`src/rtl/decade_poll_pkg.sv`:
```
package decade_poll_pkg;
  localparam int unsigned DEF_RATIO  = 10;
  localparam int unsigned DEF_TOP_W  = 16;
  localparam int unsigned NUM_LEVELS = 3;
endpackage

```
`src/rtl/poll_prescaler.sv`:
```
// Chain of mod-RATIO counters; wrap_o[k] marks every RATIO^(k+1)-th accepted poll.
module poll_prescaler #(
  parameter int unsigned RATIO  = 10,
  parameter int unsigned LEVELS = 3,
  localparam int unsigned CW    = $clog2(RATIO)
) (
  input  logic              clk_i,
  input  logic              rst_ni,
  input  logic              poll_i,
  input  logic              clear_i,
  output logic [LEVELS-1:0] wrap_o
);
  logic [LEVELS:0] tick;
  assign tick[0] = poll_i & ~clear_i;

  for (genvar k = 0; k < LEVELS; k++) begin : g_lvl
    logic [CW-1:0] cnt_q;
    assign wrap_o[k]  = tick[k] && (cnt_q == CW'(RATIO - 1));
    assign tick[k+1]  = wrap_o[k];

    always_ff @(posedge clk_i or negedge rst_ni) begin
      if (!rst_ni)           cnt_q <= '0;
      else if (clear_i)      cnt_q <= '0;
      else if (wrap_o[k])    cnt_q <= '0;
      else if (tick[k])      cnt_q <= cnt_q + 1'b1;
    end

    a_r3_cnt_range: assert property (@(posedge clk_i) disable iff (!rst_ni)
      cnt_q < CW'(RATIO));
    a_r7_cnt_restart: assert property (@(posedge clk_i) disable iff (!rst_ni)
      clear_i |=> cnt_q == '0);
    if (k > 0) begin : g_nest
      a_r4_wrap_nested: assert property (@(posedge clk_i) disable iff (!rst_ni)
        wrap_o[k] |-> wrap_o[k-1]);
    end
  end
endmodule

```
`src/rtl/poll_stage.sv`:
```
// One counter stage: clear beats increment; optional saturation at all-ones.
module poll_stage #(
  parameter int unsigned W   = 4,
  parameter bit          SAT = 1'b0
) (
  input  logic         clk_i,
  input  logic         rst_ni,
  input  logic         inc_i,
  input  logic         clr_i,
  output logic [W-1:0] val_o
);
  logic at_max;
  assign at_max = SAT && (val_o == {W{1'b1}});

  always_ff @(posedge clk_i or negedge rst_ni) begin
    if (!rst_ni)              val_o <= '0;
    else if (clr_i)           val_o <= '0;
    else if (inc_i && !at_max) val_o <= val_o + 1'b1;
  end

  a_r7_stage_clear: assert property (@(posedge clk_i) disable iff (!rst_ni)
    clr_i |=> val_o == '0);
  a_r2_stage_step: assert property (@(posedge clk_i) disable iff (!rst_ni)
    (inc_i && !clr_i && val_o != {W{1'b1}}) |=> val_o == W'($past(val_o) + 1'b1));
  a_r2_stage_idle: assert property (@(posedge clk_i) disable iff (!rst_ni)
    (!inc_i && !clr_i) |=> $stable(val_o));
  if (SAT) begin : g_sat
    a_r6_sat_hold: assert property (@(posedge clk_i) disable iff (!rst_ni)
      (inc_i && !clr_i && val_o == {W{1'b1}}) |=> val_o == {W{1'b1}});
  end
endmodule

```
`src/rtl/decade_poll_monitor.sv`:
```
module decade_poll_monitor
  import decade_poll_pkg::*;
#(
  parameter int unsigned RATIO = DEF_RATIO,
  parameter int unsigned TOP_W = DEF_TOP_W,
  localparam int unsigned CW   = $clog2(RATIO)
) (
  input  logic             clk_i,
  input  logic             rst_ni,
  input  logic             poll_i,
  input  logic             clear_i,
  output logic [CW-1:0]    stage0_o,
  output logic [CW-1:0]    stage1_o,
  output logic [CW-1:0]    stage2_o,
  output logic [TOP_W-1:0] stage3_o
);
  logic [NUM_LEVELS-1:0] wrap;
  logic [CW-1:0]         low_val [NUM_LEVELS];

  poll_prescaler #(.RATIO(RATIO), .LEVELS(NUM_LEVELS)) u_pre (
    .clk_i   (clk_i),
    .rst_ni  (rst_ni),
    .poll_i  (poll_i),
    .clear_i (clear_i),
    .wrap_o  (wrap)
  );

  for (genvar i = 0; i < NUM_LEVELS; i++) begin : g_low
    logic inc;
    if (i == 0) begin : g_first
      assign inc = poll_i & ~clear_i;
    end else begin : g_rest
      assign inc = wrap[i-1];
    end
    poll_stage #(.W(CW), .SAT(1'b0)) u_stage (
      .clk_i  (clk_i),
      .rst_ni (rst_ni),
      .inc_i  (inc),
      .clr_i  (clear_i | wrap[i]),
      .val_o  (low_val[i])
    );
  end

  poll_stage #(.W(TOP_W), .SAT(1'b1)) u_top (
    .clk_i  (clk_i),
    .rst_ni (rst_ni),
    .inc_i  (wrap[NUM_LEVELS-1]),
    .clr_i  (clear_i),
    .val_o  (stage3_o)
  );

  assign stage0_o = low_val[0];
  assign stage1_o = low_val[1];
  assign stage2_o = low_val[2];

  a_r2_low_range: assert property (@(posedge clk_i) disable iff (!rst_ni)
    stage0_o < CW'(RATIO) && stage1_o < CW'(RATIO) && stage2_o < CW'(RATIO));
  a_r3_decade_edge: assert property (@(posedge clk_i) disable iff (!rst_ni)
    (poll_i && !clear_i && stage0_o == CW'(RATIO - 1)) |=> stage0_o == '0);
  a_r5_thousand_edge: assert property (@(posedge clk_i) disable iff (!rst_ni)
    (poll_i && !clear_i && stage0_o == CW'(RATIO - 1) && stage1_o == CW'(RATIO - 1)
     && stage2_o == CW'(RATIO - 1)) |=> (stage2_o == '0 && stage1_o == '0));
  a_r8_clear_wins: assert property (@(posedge clk_i) disable iff (!rst_ni)
    (clear_i && poll_i) |=> (stage0_o == '0 && stage1_o == '0 && stage2_o == '0
                             && stage3_o == '0));
endmodule

```
`config.mk`:
```
export PLATFORM = sky130hd
export DESIGN_NAME = decade_poll_monitor
export DESIGN_NICKNAME = d
export VERILOG_FILES = /design/src/rtl/decade_poll_pkg.sv /design/src/rtl/poll_prescaler.sv /design/src/rtl/poll_stage.sv /design/src/rtl/decade_poll_monitor.sv
export SDC_FILE = /design/constraint.sdc
export NUM_CORES = 1
export LEC_CHECK = 0
export BUFFER_PORTS_ARGS = -buffer_cell sky130_fd_sc_hd__buf_2
export CORE_MARGIN = 1.5
export CORE_UTILIZATION = 45
export DETAILED_ROUTE_END_ITERATION = 16
export GPL_ROUTABILITY_DRIVEN = 0
export PLACE_DENSITY = 0.66
export SLEW_MARGIN = 20
export SYNTH_ARGS = -nofsm -noshare
export SYNTH_HDL_FRONTEND = slang
export SYNTH_HIERARCHICAL = 1
export SYNTH_SLANG_ARGS = --single-unit
```
`constraint.sdc`:
```
create_clock -name clk_i -period 3 [get_ports clk_i]
set_input_delay 0.3 -clock clk_i [delete_from_list [all_inputs] [get_ports clk_i]]
set_output_delay 0.3 -clock clk_i [all_outputs]
set_load 0.05 [all_outputs]
```
### Yosys cells after proc, flatten, opt, wreduce, memory -nomap -nowiden

Cells that the tools add are included.

| cells by class | value |
|---|---|
| add/subtract/negate cells | 7 |
| bitwise logic cells | 5 |
| reduce and logical (&&, ||, !) cells | 12 |
| mux-type cells | 17 |
| equality and inequality tests | 4 |

Operators with widths:

| kind | count |
|---|---|
| $mux W4 | 15 |
| $mux W16 | 2 |
| $add A4 B1 Y4 const B | 6 |
| $add A16 B1 Y16 const B | 1 |
| $eq A16 B16 Y1 const B | 1 |
| $eq A4 B4 Y1 const B | 3 |
| $reduce_bool A3 Y1 | 3 |
| $reduce_bool A2 Y1 | 4 |
| $logic_and A1 B1 Y1 | 4 |
| $or A1 B1 Y1 | 3 |
| $and A1 B1 Y1 | 1 |
| $logic_not A1 Y1 | 1 |
| $not A1 Y1 | 1 |

| storage, ports and cells | value |
|---|---|
| register bits | 40 |
| word-level logic and storage cells | 52 |

### Depth between registers and ports, before layout

| logic depth | value |
|---|---|
| depth after elaboration | 8 |
| depth in mapped cells | 9 |

### Cells and area by module

Netlist, hierarchy kept.

By module, submodules not included:

| module | sequential area each (um^2) | cells an instance | area an instance (um^2) | instances |
|---|---|---|---|---|
| poll_stage at u_top | 400.4 | 103 | 980.9 | 1 |
| poll_prescaler | 300.3 | 83 | 795.8 | 1 |
| poll_stage at g_low[0].u_stage ... | 100.1 | 16 | 192.7 | 3 |
| decade_poll_monitor | 0.0 | 4 | 25.0 | 1 |

### Worst setup path before layout

No wires, ideal clock.

| path | value |
|---|---|
| path type | reg2reg |
| start point | reg u_pre.g_lvl[0].cnt_q[1] |
| end point | reg u_top.val_o[11] |
| clock period less this slack | 2.306 ns |
| stages on the path, launching flop included | 10 |
| path buffers | 0 |
| setup slack | 0.694 ns |
| arrival | 2.228 ns |
| library setup time | 0.078 ns |
| data required time | 2.922 ns |
| path through | dfrtp_1 -> inv_1 -> ha_1 -> and4_2 -> nand2_1 -> nor2_1 -> and3_1 -> nand4_1 -> or4_1 -> a21oi_1 |

| on the way | value |
|---|---|
| word-level cells in the longest chain between the ends | 6 |

RTL lines:

| element | line | RTL |
|---|---|---|
| start: declaration | poll_prescaler.sv:17 | `logic [CW-1:0] cnt_q;` |
| start signal: assignment | poll_prescaler.sv:25 | `else if (tick[k]) cnt_q <= cnt_q + 1'b1;` |
| $eq A4 B4 Y1 | poll_prescaler.sv:18 | `assign wrap_o[k] = tick[k] && (cnt_q == CW'(RATIO - 1));` |
| $logic_and A1 B1 Y1 (3 in a row) | poll_prescaler.sv:18 |  |
| net wrap[2] | decade_poll_monitor.sv:17 | `logic [NUM_LEVELS-1:0] wrap;` |
| $logic_and A1 B1 Y1 | poll_stage.sv:18 | `else if (inc_i && !at_max) val_o <= val_o + 1'b1;` |
| $reduce_bool A2 Y1 (no source line) | -- |  |
| end signal: assignment | poll_stage.sv:18 |  |
| end: declaration | poll_stage.sv:10 | `output logic [W-1:0] val_o` |

The timed path passes the listed nets, and every way through them passes these cells.
A chain may end at the register's enable or synchronous reset.

### Worst setup path after layout

| path | value |
|---|---|
| start point | reg u_pre.g_lvl[0].cnt_q[1] |
| end point | reg u_top.val_o[10] |

Same word-level chain as after synthesis.

==> summary.txt <==
===============================================================================================
Areal power density over the cells ............................................... 368.6 nW/um^2
Final net count ..................................................................          284
Static leakage power .............................................................  0.001260 uW
Library cell with the highest instance count after synthesis ..................... sky130_fd_sc_hd__dfrtp_1
Gate Count Post-Synth ............................................................          238
Number of max-capacitance violations reported ....................................            0
H-tree level count ...............................................................            2
Clk_lat worst skew ...............................................................      0.30 ns
Height of the chip ...............................................................     75.72 um
Share of the synthesized area in the top cell type ...............................       42.06%
Mean Syn Cell Area ...............................................................  9.999 sq um
Drt first-iter violations ........................................................          153
Total of buffers placed on input and output ports ................................           31
Width of the chip ................................................................     75.72 um
Final Skew .......................................................................   0.01182 ns
Largest fanout on the critical path ..............................................            8
Synth cell count leaders ......................................................... sky130_fd_sc_hd__dfrtp_1, sky130_fd_sc_hd__nor2_1, sky130_fd_sc_hd__a21oi_1
Number of storage elements in the synthesis netlist ..............................           40
FF/Latch Area ....................................................................   1001 sq um
Cell type group with the largest total delay on the critical path ................ simple AND/OR/NAND/NOR gates
Overall track demand over capacity in global routing .............................       17.77%
Io pins ..........................................................................           32
Detailed Route WL ................................................................      4704 um
Via count ........................................................................         1899
Critical Path RT .................................................................      3.18 ns
Dominant synthesized flop cell ................................................... sky130_fd_sc_hd__dfrtp_1
Final slew viol count ............................................................            0
Vias in the first global route ...................................................         1677
HPWL after detailed placement ....................................................      3168 um
Combined area of the multi-input logic cells .....................................   1310 sq um
Slowest cell on crit path ........................................................ sky130_fd_sc_hd__dfrtp_1
Placed Cells .....................................................................          333
Endpoint class of the critical path ..............................................    flip-flop
Max stage delay on crit path .....................................................      0.42 ns
Average detailed-routed wire length per instance .................................     13.79 um
Max_slew headroom ................................................................       39.81%
Total setup buffers inserted after CTS ...........................................            0
Share of synthesized flip-flops with an asynchronous set or reset ................       100.0%
Final standard cell utilization of the core ......................................       52.72%
Clock input transition at the sequential cells of the worst setup and hold paths .      0.09 ns
Pin slew with the least headroom to its limit ....................................    0.9029 ns
Number of enable flip-flop cells after synthesis .................................            0
Ratio of routed vias to standard cells ...........................................        5.569
Hold Vio Cnt, Final ..............................................................            0
Sequential-to-total area share from yosys stat ...................................       42.06%
Clock tree root buffer cell ...................................................... sky130_fd_sc_hd__clkbuf_8
Mapped Nets ......................................................................          252
Worst Setup Start Kind ...........................................................    flip-flop
Die ar. ..........................................................................   5734 sq um
Synthesized cell area ............................................................   2380 sq um
Final antenna diode count ........................................................            0
Min-Delay Path Class .............................................................  in -> async
Ratio of cells with drive above 1 in the final layout ............................       21.77%
WP data arrival ..................................................................      2.88 ns
PostCTS Resize Cnt ...............................................................            0
Fill cell count ..................................................................          503
Finished layout cell area ........................................................   2693 sq um
Hold-fix buffers at CTS ..........................................................            0
Yosys warns ......................................................................            6
List of cells traversed by the critical path ..................................... inv_1 > ha_1 > and4_2 > nand2_1 > nor2_1 > nand2_1 > nor4_1 > mux2_2
Fin cells ........................................................................          341
Setup TNS after final layout .....................................................         0 ns
WS Path Type .....................................................................   reg -> reg
Row Count ........................................................................           26
Initial core utilization .........................................................       46.59%
Overflow left after global routing ...............................................            0
Worst path buffer plus inverter count ............................................            1
Iteration count of the initial detailed-routing pass .............................            4
Core box area ....................................................................   5107 sq um
Number of distinct standard cells referenced by the synthesized netlist ..........           50
DR DRC count .....................................................................            0
Final setup viols ................................................................            0
CTS tree .........................................................................         done
Share of the clock period used by the worst path after layout ....................       89.76%
Maximum clock frequency ..........................................................    371.4 MHz
Main area contributors after synthesis ........................................... sky130_fd_sc_hd__dfrtp_1, sky130_fd_sc_hd__ha_1, sky130_fd_sc_hd__nor2b_1
Cell with the most instances on the worst path ................................... sky130_fd_sc_hd__nand2_1
Largest net degree at the start of global routing ................................           47
Unrepaired setup endpoints after global routing ..................................        false
Outcome .......................................................................... finished, final reports clean
Max rail drop VDD ................................................................     186.0 uV
Final critical path time including I/O delays and setup ..........................     2.693 ns
CTS sink count ...................................................................           40
Dpl cell area ....................................................................   2595 sq um
Biggest area consumer among synthesized cells .................................... sky130_fd_sc_hd__dfrtp_1
Global-route wire length before repair ...........................................      7748 um
Antenna violations before repair .................................................            0
Post-detailed-route count of antenna-violating nets ..............................            0
Signed area change from the synthesized netlist to the final layout ..............       13.14%
Number of CTS-inserted buffers ...................................................            5
Maximum number of buffers from clock root to sink ................................            2
===============================================================================================
## power breakdown
group | leakage (uW) | total, uW | switching [uW] | internal [uW]
clock | 0.0000434 | 387 | 201 | 186
sequential | 0.000557 | 547 | 4.48 | 542
combinational | 0.000660 | 58.6 | 42.2 | 16.4
total | 0.00126 | 993 | 247 | 745
## metal layers
metal  track usage (%)  vias to the layer above  routed length [um]
li1                  -                      938                   -
met4             7.738                        0                  76
met3             3.704                        6                 116
met1             25.25                      928                2405
met2             26.22                       27                2105
met5                 0                        -                   0
## final cells by class
cell class,instances,area share [%]
tap,70,3.253
timing repair buffer,32,6.041
clock inverter,2,0.5576
multi-input combinational,182,48.65
sequential,40,37.17
clock buffer,6,3.067
inverter,9,1.255
## sequential cells by signal (all words and copies together), names as in the netlist
name	count
u_top/val_o	16
g_low.u_stage/val_o	12
u_pre/g_lvl.cnt_q	12
## cells in the final DEF, fill, tap and decap left out, drive strengths merged, types with 3 or more instances in the layout
cell	netlist	routed
nand4b	3	3
a21bo	3	3
mux2	14	14
a21oi	18	18
o31ai	7	7
nand3	7	7
nor4	4	4
nand4	9	9
nand3b	8	8
nand2b	6	6
nand2	10	10
nor3	4	4
nor2	24	24
inv	9	9
buf	2	32
dfrtp	40	40
nor2b	16	16
a31oi	3	3
mux2i	4	4
xnor2	3	3
or4	3	3
or2	4	4
clkbuf	5	6
ha	10	10
and3	3	3
## cell families after synthesis
| kind of cell | Yosys count | share of synthesized area [%] |
|---|---|---|
| buffers and inverters | 16 | 2.891 |
| adders and majority gates | 10 | 5.258 |
| AOI/OAI and AO/OA | 42 | 11.62 |
| xor gates and xnor gates | 3 | 1.104 |
| DFF | 40 | 42.06 |
| muxes | 18 | 8.780 |
| and+or+nand+nor | 109 | 28.29 |
## per-stage QoR
step           hold slack (ns)  setup WS [ns]  power [uW]
3_5_place_dp            0.4939         0.3705       618.0
4_1_cts                 0.1678         0.3413        1008
2_1_floorplan         0.004409         0.6936       593.8
6_report                0.1316         0.3073       992.5
3_3_place_gp            0.4907         0.4658       616.7
5_1_grt                 0.2114         0.1281        1034
## worst paths after layout
kind	to	slack, ns	startpoint	cells past startpoint
worst min register to register	u_pre/g_lvl[2].cnt_q[2]	0.57	u_pre/g_lvl[2].cnt_q[2]	2
worst max register to register	u_top/val_o[10]	0.31	u_pre/g_lvl[0].cnt_q[1]	8
worst min-delay path	u_top/val_o[13]	0.13	rst_ni	1
worst max-delay path	u_top/val_o[10]	0.31	u_pre/g_lvl[0].cnt_q[1]	8
min in group clk_i	u_pre/g_lvl[0].cnt_q[0]	0.35	poll_i	3
max in group asynchronous	g_low[2].u_stage/val_o[0]	2.31	rst_ni	1
(Power assumes the default switching activity.)
